<file path="src/rtl/rtc_div_pkg.sv">
package rtc_div_pkg;

    typedef enum logic [1:0] {
        ST_OFF   = 2'd0,
        ST_ALIGN = 2'd1,
        ST_RUN   = 2'd2
    } sq_state_e;

    // codes at or below ALIAS_LAST reuse the stages of code + ALIAS_SHIFT
    localparam int ALIAS_LAST  = 2;
    localparam int ALIAS_SHIFT = 7;
    localparam int TAP_OFFSET  = 2;

    function automatic int code_stage(input int code);
        if (code <= ALIAS_LAST)
            return code + ALIAS_SHIFT - TAP_OFFSET;
        return code - TAP_OFFSET;
    endfunction

endpackage

</file>
<file path="src/rtl/rtc_div_chain.sv">
module rtc_div_chain #(
    parameter int STAGES = 15
) (
    input  logic              clk,
    input  logic              rst_n,
    input  logic              tick,
    input  logic              div_rst,
    output logic [STAGES-1:0] cnt_next,
    output logic [STAGES-1:0] wrap_ev
);

    logic [STAGES-1:0] cnt_q;

    always_comb begin
        if (div_rst)
            cnt_next = '0;
        else if (tick)
            cnt_next = cnt_q + STAGES'(1);
        else
            cnt_next = cnt_q;
    end

    always_ff @(posedge clk or negedge rst_n) begin
        if (!rst_n)
            cnt_q <= '0;
        else
            cnt_q <= cnt_next;
    end

    // stage b completes a period when its low b+1 bits are all ones on a tick
    for (genvar b = 0; b < STAGES; b++) begin : g_wrap
        assign wrap_ev[b] = tick & ~div_rst & (&cnt_q[b:0]);
    end

endmodule

</file>
<file path="src/rtl/rtc_tap_mux.sv">
module rtc_tap_mux #(
    parameter int STAGES = 15,
    parameter int SEL_W  = 4
) (
    input  logic [SEL_W-1:0]  rate_sel,
    input  logic [STAGES-1:0] cnt_next,
    input  logic [STAGES-1:0] wrap_ev,
    output logic              tap_on,
    output logic              tap_ev,
    output logic              tap_lvl
);
    import rtc_div_pkg::*;

    int stage;

    always_comb begin
        stage  = code_stage(int'(rate_sel));
        tap_on = (rate_sel != '0) && (stage < STAGES);
        tap_ev  = 1'b0;
        tap_lvl = 1'b0;
        for (int i = 0; i < STAGES; i++) begin
            if (tap_on && stage == i) begin
                tap_ev  = wrap_ev[i];
                tap_lvl = ~cnt_next[i];
            end
        end
    end

endmodule

</file>
<file path="src/rtl/rtc_sq_fsm.sv">
module rtc_sq_fsm #(
    parameter int SEL_W = 4
) (
    input  logic             clk,
    input  logic             rst_n,
    input  logic [SEL_W-1:0] rate_sel,
    input  logic             sq_en,
    input  logic             pf_inhibit,
    input  logic             div_rst,
    input  logic             tap_on,
    input  logic             tap_ev,
    input  logic             tap_lvl,
    output logic             sq_out
);
    import rtc_div_pkg::*;

    sq_state_e        st, nxt;
    logic [SEL_W-1:0] sel_q;
    logic             gate_ok, restart;

    assign gate_ok = sq_en & ~pf_inhibit & tap_on;
    assign restart = div_rst | (rate_sel != sel_q);

    always_comb begin
        nxt = st;
        if (!gate_ok) begin
            nxt = ST_OFF;
        end else begin
            unique case (st)
                ST_OFF:   nxt = ST_ALIGN;
                ST_ALIGN: nxt = restart ? ST_ALIGN : (tap_ev ? ST_RUN : ST_ALIGN);
                ST_RUN:   nxt = restart ? ST_ALIGN : ST_RUN;
                default:  nxt = ST_OFF;
            endcase
        end
    end

    always_ff @(posedge clk or negedge rst_n) begin
        if (!rst_n) begin
            st    <= ST_OFF;
            sel_q <= '0;
        end else begin
            st    <= nxt;
            sel_q <= rate_sel;
        end
    end

    always_ff @(posedge clk or negedge rst_n) begin
        if (!rst_n)
            sq_out <= 1'b0;
        else
            sq_out <= (nxt == ST_RUN) & tap_lvl;
    end

    // the running state is reachable only with the enable seen the cycle before
    p_run_needs_enable_r6: assert property (@(posedge clk) disable iff (!rst_n)
        (st == ST_RUN) |-> $past(sq_en));

    // a rate change never lets the output rise in the following cycle
    p_change_realigns_r9: assert property (@(posedge clk) disable iff (!rst_n)
        (rate_sel != sel_q) |=> (st != ST_RUN));

endmodule

</file>
<file path="src/rtl/rtc_rate_divider.sv">
module rtc_rate_divider #(
    parameter int STAGES = 15,
    parameter int SEL_W  = 4
) (
    input  logic             clk,
    input  logic             rst_n,
    input  logic             tick,
    input  logic             div_rst,
    input  logic [SEL_W-1:0] rate_sel,
    input  logic             sq_en,
    input  logic             pf_inhibit,
    output logic             sq_out,
    output logic             per_pulse
);

    logic [STAGES-1:0] cnt_next, wrap_ev;
    logic              tap_on, tap_ev, tap_lvl;

    rtc_div_chain #(.STAGES(STAGES)) u_chain (
        .clk      (clk),
        .rst_n    (rst_n),
        .tick     (tick),
        .div_rst  (div_rst),
        .cnt_next (cnt_next),
        .wrap_ev  (wrap_ev)
    );

    rtc_tap_mux #(.STAGES(STAGES), .SEL_W(SEL_W)) u_mux (
        .rate_sel (rate_sel),
        .cnt_next (cnt_next),
        .wrap_ev  (wrap_ev),
        .tap_on   (tap_on),
        .tap_ev   (tap_ev),
        .tap_lvl  (tap_lvl)
    );

    rtc_sq_fsm #(.SEL_W(SEL_W)) u_fsm (
        .clk        (clk),
        .rst_n      (rst_n),
        .rate_sel   (rate_sel),
        .sq_en      (sq_en),
        .pf_inhibit (pf_inhibit),
        .div_rst    (div_rst),
        .tap_on     (tap_on),
        .tap_ev     (tap_ev),
        .tap_lvl    (tap_lvl),
        .sq_out     (sq_out)
    );

    always_ff @(posedge clk or negedge rst_n) begin
        if (!rst_n)
            per_pulse <= 1'b0;
        else
            per_pulse <= tap_ev;
    end

    p_zero_code_silent_r2: assert property (@(posedge clk) disable iff (!rst_n)
        (rate_sel == '0) |=> (!per_pulse && !sq_out));

    p_pulse_single_r5: assert property (@(posedge clk) disable iff (!rst_n)
        per_pulse |=> !per_pulse);

    p_disabled_low_r6: assert property (@(posedge clk) disable iff (!rst_n)
        !sq_en |=> !sq_out);

    p_rise_with_event_r6: assert property (@(posedge clk) disable iff (!rst_n)
        $rose(sq_out) |-> per_pulse);

    p_inhibit_low_r7: assert property (@(posedge clk) disable iff (!rst_n)
        pf_inhibit |=> !sq_out);

    p_divrst_quiet_r8: assert property (@(posedge clk) disable iff (!rst_n)
        div_rst |=> (!per_pulse && !sq_out));

    p_sel_change_low_r9: assert property (@(posedge clk) disable iff (!rst_n)
        (rate_sel != $past(rate_sel)) |=> !sq_out);

endmodule

</file>
<file path="config.mk">
export PLATFORM = sky130hd
export DESIGN_NAME = rtc_rate_divider
export DESIGN_NICKNAME = d
export VERILOG_FILES = /design/src/rtl/rtc_div_pkg.sv /design/src/rtl/rtc_div_chain.sv /design/src/rtl/rtc_tap_mux.sv /design/src/rtl/rtc_sq_fsm.sv /design/src/rtl/rtc_rate_divider.sv
export SDC_FILE = /design/constraint.sdc
export NUM_CORES = 1
export LEC_CHECK = 0
export BUFFER_PORTS_ARGS = -buffer_cell sky130_fd_sc_hd__buf_2
export CELL_PAD_IN_SITES_DETAIL_PLACEMENT = 0
export CELL_PAD_IN_SITES_GLOBAL_PLACEMENT = 1
export CORE_UTILIZATION = 31
export CTS_CLUSTER_SIZE = 20
export DETAILED_ROUTE_END_ITERATION = 7
export PLACE_DENSITY = 0.57
export RECOVER_POWER = 25
export SLEW_MARGIN = 20
export SYNTH_ARGS = -nofsm -noshare
export SYNTH_HDL_FRONTEND = slang
export SYNTH_SLANG_ARGS = --single-unit
</file>
<file path="constraint.sdc">
create_clock -name clk -period 6.34 [get_ports clk]
set_input_delay 0.317 -clock clk [delete_from_list [all_inputs] [get_ports clk]]
set_output_delay 0.317 -clock clk [all_outputs]
set_load 0.01 [all_outputs]
</file>
==> results of run 1 <==
==> worst reg2reg max path, cell delays in order, from the launching register on <==
cell,delay (ps)
sky130_fd_sc_hd__dfrtp_1,430
sky130_fd_sc_hd__ha_1,230
sky130_fd_sc_hd__nand3_1,160
sky130_fd_sc_hd__nor3_1,800
sky130_fd_sc_hd__nand4_1,190
sky130_fd_sc_hd__nand4b_1,180
sky130_fd_sc_hd__a21oi_1,80
sky130_fd_sc_hd__or4_1,440
sky130_fd_sc_hd__a311o_1,350
sky130_fd_sc_hd__a221oi_2,180
==> cells by family (layout without fill, tap and decap cells) <==
logic type	Yosys count	after routing	synth area share, %
xor gates and xnor gates	18	18	8.699
muxes	7	7	3.467
adders and majority gates	11	11	6.691
AOI/OAI and AO/OA	56	56	22.14
and+or+nand+nor	105	105	26.10
buffers and inverters	19	26	4.927
DFF	23	23	27.98
==> metal layers <==
metal / up-vias / GRT usage (%) / routed length (µm)
li1: 896 / - / -
met1: 899 / 24.55 / 2719
met2: 58 / 26.83 / 2511
met3: 10 / 2.967 / 317
met4: 0 / 5.239 / 99
met5: - / 0 / 0
==> cell usage in the layout, fill, tap and decap left out, types with 6 or more instances in the layout <==
cell type and n:
sky130_fd_sc_hd__nor2_1 28, sky130_fd_sc_hd__dfrtp_1 23, sky130_fd_sc_hd__nand2_1 21, sky130_fd_sc_hd__nor3_1 12, sky130_fd_sc_hd__ha_1 11, sky130_fd_sc_hd__inv_1 10
sky130_fd_sc_hd__nand3_1 9, sky130_fd_sc_hd__o21ai_0 8, sky130_fd_sc_hd__xnor2_1 8, sky130_fd_sc_hd__xor2_1 8, sky130_fd_sc_hd__a21oi_1 7, sky130_fd_sc_hd__mux2i_1 6
sky130_fd_sc_hd__buf_2 6
==> power groups by stage <==
| stage | registers, mW | clock network [mW] | logic, mW |
|---|---|---|---|
| floorplan | 0.157 | 0 | 0.0894 |
| global placement | 0.157 | 0 | 0.123 |
| detailed placement | 0.157 | 0 | 0.118 |
| CTS | 0.154 | 0.100 | 0.119 |
| global route | 0.155 | 0.104 | 0.131 |
| finish | 0.154 | 0.0963 | 0.119 |
==> layout make-up <==
cell class                 instances  share of cell area, %
clock buffer                       3                  1.886
multi-input combinational        197                  63.03
clock inverter                     1                 0.2286
tap                               77                  4.400
timing repair buffer              11                  2.229
sequential                        23                  26.29
inverter                          11                  1.943
==> registers in the layout, summed over array words and instances (netlist names) <==
name,cells
u_fsm.sel_q,4
u_fsm.st,2
u_chain.cnt_q,15
per_pulse,1
u_fsm.sq_out,1
==> per-stage QoR <==
step | setup WS, ps | instance area (µm²) | utilization, % | power, mW | cells
after global placement | 2447 | 2150 | 33.66 | 0.2794 | 319
after floorplan | 3084 | 2057 | - | 0.2465 | 239
final | 2472 | 2190 | 34.29 | 0.3694 | 323
after global routing | 1987 | 2190 | 34.29 | 0.3894 | 323
after detailed placement | 2500 | 2150 | 33.66 | 0.2753 | 319
after CTS | 2754 | 2196 | 34.38 | 0.3738 | 323
==> path summary, 6_finish.rpt <==
kind | end | cells past startpoint
setup / recovery | u_fsm.st[1] | 16
hold / removal | u_fsm.sel_q[1] | 1
setup reg to reg | u_fsm.sq_out | 9
hold reg to reg | u_chain.cnt_q[9] | 2
max in group asynchronous | u_chain.cnt_q[10] | 1
min in group asynchronous | u_chain.cnt_q[9] | 1
==> flow_metrics.tcl, run 1 <==
set metrics [dict create \
    outcome "finished, final reports clean" \
    routedWlPerCell_um 17.49 \
    grt_remaining_overflow 0 \
    initial_standard_cell_utilization_of_the_core_pct 32.21 \
    timing.critical_path.fanout_max 10 \
    antennaDiodeCount 0 \
    final.setup.tns_ps 0 \
    slowest_delay_ps 440 \
    clkSlewWorstSetupHoldPaths_ps 90 \
    min_period_ps 3868 \
    cellLeakagePower_nw 0.8791 \
    ys.flop_type "sky130_fd_sc_hd__dfrtp_1" \
    flow.area_growth_from_synthesis_pct 6.448 \
    max_clock_skew_ps 4.652 \
    1st_pass_router_iterations 4 \
    cts_max_path_buffers 2 \
    setup_viol 0 \
    timing_worst_slew_pin_value_ps 1281 \
    num-fill-cells 685 \
    whs_ps 285.5 \
    rsz0062_at_grt "false" \
    numClockSinks 23 \
    max-vdd-ir-drop_v 0.00009130 \
    cts_resized 0 \
    clk-insertion-delay-late_ps 270 \
    clkPwrFrac_pct 26.1 \
    synth_sequential_area_ratio_pct 27.98 \
    layout.area.seq_um2 575.6 \
    yosys-top-cells-count "28 x sky130_fd_sc_hd__nor2_1, 23 x sky130_fd_sc_hd__dfrtp_1, 21 x sky130_fd_sc_hd__nand2_1" \
    yosysUniqueCellTypes 63 \
    detail-route-antenna-nets 0 \
    netSwitchingPower_mw 0.1300 \
    post-synth-top-count-cell "sky130_fd_sc_hd__nor2_1" \
    netlist.top_cell.by_area "sky130_fd_sc_hd__dfrtp_1" \
    drive_above_1_share_pct 10.16 \
    global_route_wire_length_before_repair_mm 9.715 \
    grtUsageTotal_pct 17.28 \
    cell_internal_pwr_mw 0.2394 \
    power_density_mw_per_mm2 168.7 \
    gp_congestion 0.8715 \
    crit_start "rate_sel[2]" \
    tritoncts "yes" \
    die_height_um 83.46 \
    max_clock_freq_ghz 0.2585 \
    postSynthRegisterBits 23 \
    number_of_placement_rows 29 \
    cpLargestDelayFamily "simple AND/OR/NAND/NOR gates" \
    worstSetupEndpointType "register" \
    tritoncts.num_buffers 3 \
    hp-start "rate_sel[1]" \
    synth_area_per_cell_um2 8.607 \
    power.share.switching_pct 35.19 \
    placement.io_buffers 11 \
    reg2reg_setup_slack_ps 3240 \
    multi_input_comb_area_mm2 0.001380 \
    path_buf_inv 2 \
    cp_common_cell "sky130_fd_sc_hd__nor2_1" \
    dp_hpwl_mm 4.335 \
    syn-num-nets 260 \
    library_cell_used_as_clock_root_buffer "sky130_fd_sc_hd__clkbuf_8" \
    worst_ep_required_time_ps 6540 \
    final_hold_viol_count 0 \
    min_path_type "in -> reg" \
    synth_area_mm2 0.002057 \
    via_per_inst 5.768 \
    drt_iter0_markers 116 \
    postRouteWirelength_mm 5.648 \
    num_vias 1863 \
    design.portCount 12 \
    power.combinational.fraction_pct 32.2 \
    synthArstFlopShare_pct 100.0 \
    first_global_vias 1910 \
    floorplan.die_area_mm2 0.006965 \
    path_cells "clkbuf_1, inv_1, ha_1, a21boi_4, xnor2_1, nor2_1, ha_1, nand2b_1, nor2_1, a31oi_1, nor2_1, a222oi_1, nor4_1, o31ai_4, a21oi_1, nor2b_1" \
    synth-edff-count 0 \
    power.sequential.fraction_pct 41.7 \
    timing_worst_setup_path_type "in -> reg" \
    yosys_warnings 0 \
    startpoint_type "primary input" \
    initial_antenna_violation_count 0 \
    cts_hold_repair.buffers 0 \
    grt_start_max_net_pins 24 \
    critPathArrivalTime_ps 4070 \
    final_stage_net_count 268 \
    critical_path.slowest_cell "sky130_fd_sc_hd__nor4_1" \
    rr_startpoint "u_chain.cnt_q[0]" \
    final_min_period_over_clock_period_pct 61.02 \
    slew-limit-headroom_pct 14.63 \
    postSynthCellCount 239 \
    cap_violations 0 \
    netlist.area_leader.share_pct 27.98 \
    netlist_top_cells_area "sky130_fd_sc_hd__dfrtp_1 28%, sky130_fd_sc_hd__ha_1 6.7%, sky130_fd_sc_hd__nor2_1 5.1%" \
    drt_drc_violations_left 0 \
    floorplan.die.width_um 83.46 \
    cts_post_setup_buffers_inserted 0 \
    slew_violations 0 \
    h_tree_lvls 1 \
    placeableCoreArea_mm2 0.006386 \
]
Note: power is estimated with default switching activity, not from simulation.
==> run 2: changes to the inputs <==
ABC_AREA = 1   (was default)
PLACE_DENSITY = 0.6   (was 0.57)
clock period = 3.65 ns   (was 6.34 ns; I/O delays follow)
==> flow_metrics.tcl, run 2 <==
set metrics [dict create \
    outcome "finished, final reports clean" \
    grt_remaining_overflow 0 \
    dp.cells 392 \
    slowest_delay_ps 230 \
    synthArstFlopShare_pct 100.0 \
    via_per_inst 4.763 \
    yosys_warnings 0 \
    postSynthRegisterBits 23 \
    grtUsageTotal_pct 15.68 \
    clkSlewWorstSetupHoldPaths_ps 90 \
    synth_area_mm2 0.002031 \
    syn-num-nets 327 \
    final_hold_viol_count 0 \
    clk-insertion-delay-late_ps 270 \
    yosysUniqueCellTypes 34 \
    timing.critical_path.fanout_max 9 \
    floorplan.die.width_um 82.94 \
    cap_violations 0 \
    postSynthCellCount 306 \
    initial_antenna_violation_count 0 \
    layout.area.seq_um2 575.6 \
    synth.area.mux_share_pct 0 \
    slew_violations 0 \
    design.portCount 12 \
    drt_drc_violations_left 0 \
    timing_worst_slew_pin_value_ps 1312 \
    drt_iter0_markers 57 \
    synth_sequential_area_ratio_pct 28.34 \
    synth-edff-count 0 \
    cts_resized 0 \
    floorplan.die_area_mm2 0.006878 \
    flow.area_growth_from_synthesis_pct 9.550 \
    initial_standard_cell_utilization_of_the_core_pct 31.98 \
    first_global_vias 1858 \
    placement.cell_area_mm2 0.002175 \
    cp_common_cell "sky130_fd_sc_hd__nand2_1" \
    worstSetupEndpointType "register" \
    wl_met3_um 135 \
    non_filler_cells_final 397 \
    min_period_ps 3096 \
    1st_pass_router_iterations 4 \
    route.top_layer_used "met4" \
    cts_max_path_buffers 2 \
    max_clock_freq_ghz 0.3230 \
    critPathArrivalTime_ps 3300 \
    yosys-top-cells-count "74 x sky130_fd_sc_hd__nand2_1, 46 x sky130_fd_sc_hd__inv_1, 44 x sky130_fd_sc_hd__nor2_1" \
    h_tree_lvls 1 \
    max-vdd-ir-drop_v 0.0001486 \
    setup_viol 0 \
    routedWlPerCell_um 12.61 \
    power_density_mw_per_mm2 280.2 \
    antennaDiodeCount 0 \
    max_clock_skew_ps 3.083 \
    final_stage_net_count 342 \
    post_layout_instance_area_mm2 0.002225 \
    biggestRegsByFlops "u_chain.cnt_q (15), u_fsm.sel_q (4), u_fsm.st (2)" \
    drive_above_1_share_pct 12.50 \
    num_vias 1891 \
    numClockSinks 23 \
    netlist.top_cell.by_area "sky130_fd_sc_hd__dfrtp_1" \
    tritoncts.num_buffers 3 \
    share_of_the_synthesized_netlist_area_taken_by_xor_and_xnor_gates_pct 0.8626 \
    slew-limit-headroom_pct 12.52 \
    synth_fa_ha_area_share_pct 6.778 \
    worst_ep_required_time_ps 3850 \
    timing_worst_setup_path_type "in -> reg" \
    final_core_util_pct 35.03 \
    number_of_placement_rows 29 \
    ys.flop_type "sky130_fd_sc_hd__dfrtp_1" \
    mostFrequentLayoutCell "sky130_fd_sc_hd__nand2_1" \
    dp_hpwl_mm 4.015 \
    rsz0062_at_grt "false" \
    min_path_type "in -> reg" \
    tritoncts "yes" \
    die_height_um 82.94 \
    met2_wirelength_mm 2.321 \
    grt_start_max_net_pins 24 \
    netlist_top_cells_area "sky130_fd_sc_hd__dfrtp_1 28%, sky130_fd_sc_hd__nand2_1 14%, sky130_fd_sc_hd__inv_1 8.5%" \
    placeableCoreArea_mm2 0.006350 \
    synthSimpleGateAreaFrac_pct 45.47 \
    cellLeakagePower_nw 1.059 \
    combinational_family_with_the_most_area_after_synthesis "simple AND/OR/NAND/NOR gates" \
    detail-route-antenna-nets 0 \
    final.setup.tns_ps 0 \
    layout.cells.most_common_list "74 x sky130_fd_sc_hd__nand2_1, 46 x sky130_fd_sc_hd__inv_1, 44 x sky130_fd_sc_hd__nor2_1" \
    largest_register_by_flop_count "u_chain.cnt_q" \
    postRouteWirelength_mm 5.007 \
    synth_area_per_cell_um2 6.636 \
    final_min_period_over_clock_period_pct 84.83 \
    wl_met1_mm 2.527 \
    library_cell_used_as_clock_root_buffer "sky130_fd_sc_hd__clkbuf_8" \
    multi_input_comb_area_mm2 0.001250 \
    gp_congestion 0.8732 \
    synth_compound_gate_area_share_pct 8.441 \
    largest_register_ffs 15 \
    critical_path.slowest_cell "sky130_fd_sc_hd__ha_1" \
    post-synth-top-count-cell "sky130_fd_sc_hd__nand2_1" \
    cts_post_setup_buffers_inserted 0 \
    startpoint_type "primary input" \
    placement.io_buffers 11 \
    global_route_wire_length_before_repair_mm 8.852 \
    num-fill-cells 713 \
    netlist.area_leader.share_pct 28.34 \
]
run 2: what timing repair did:
action                                  in CTS  in global routing
endpoints found under the setup margin       0                  0
endpoints found under the hold margin       23                  0
hold buffers                                 1                  0
run 2: layout make-up:
type	count	share of cell area, %
multi-input cells	229	56.19
flip-flops and latches	23	25.87
inverters	52	8.886
well taps	77	4.331
repair buffers	12	2.643
clock buffers	3	1.856
clock inverters	1	0.2250
run 2: power by group:
part | leakage, nW | switching (mW) | internal (mW)
logic | 0.728 | 0.129 | 0.0588
registers | 0.306 | 0.00635 | 0.264
clock network | 0.0255 | 0.0890 | 0.0763
run 2: worst max-delay path: cells and delay by family:
| family | cells | cell delay, ps |
|---|---|---|
| XOR/XNOR | 1 | 230 |
| AND/OR/NAND/NOR | 24 | 1940 |
| buffers and inverters | 4 | 500 |
| adder cells (fa/ha/maj) | 2 | 440 |
run 2: path summary, 6_finish.rpt:
path / start / endpoint / slack (ps) / cells past startpoint
max: rate_sel[1] / u_fsm.sq_out / 550 / 31
min: rate_sel[0] / u_fsm.sel_q[0] / 90 / 1
max reg2reg: u_chain.cnt_q[0] / u_fsm.sq_out / 1000 / 17
min reg2reg: u_chain.cnt_q[13] / u_chain.cnt_q[13] / 540 / 3
max in group asynchronous: rst_n / u_fsm.sel_q[1] / 2160 / 2
min in group asynchronous: rst_n / u_chain.cnt_q[0] / 710 / 2
run 2: stage by stage:
stage | power [mW] | hold slack [ps] | worst slack (ps)
floorplan | 0.4137 | -113.1 | 901.6
global placement | 0.4666 | 219.7 | 390.7
detailed placement | 0.4639 | 215.6 | 331.2
CTS | 0.6316 | 67.47 | 577.2
global route | 0.6695 | 90.71 | 121.7
finish | 0.6234 | 92.34 | 553.7
run 2: cell families after synthesis:
group                      after synthesis
DFF                                     23
xor gates and xnor gates                 2
adders and majority gates               11
and+or+nand+nor                        185
buffers and inverters                   54
AOI/OAI and AO/OA                       31
run 2: layer usage:
metal | up-vias | track usage, %
met5 | - | 0
li1 | 1020 | -
met3 | 2 | 2.883
met2 | 27 | 26.30
met4 | 0 | 1.881
met1 | 842 | 21.57
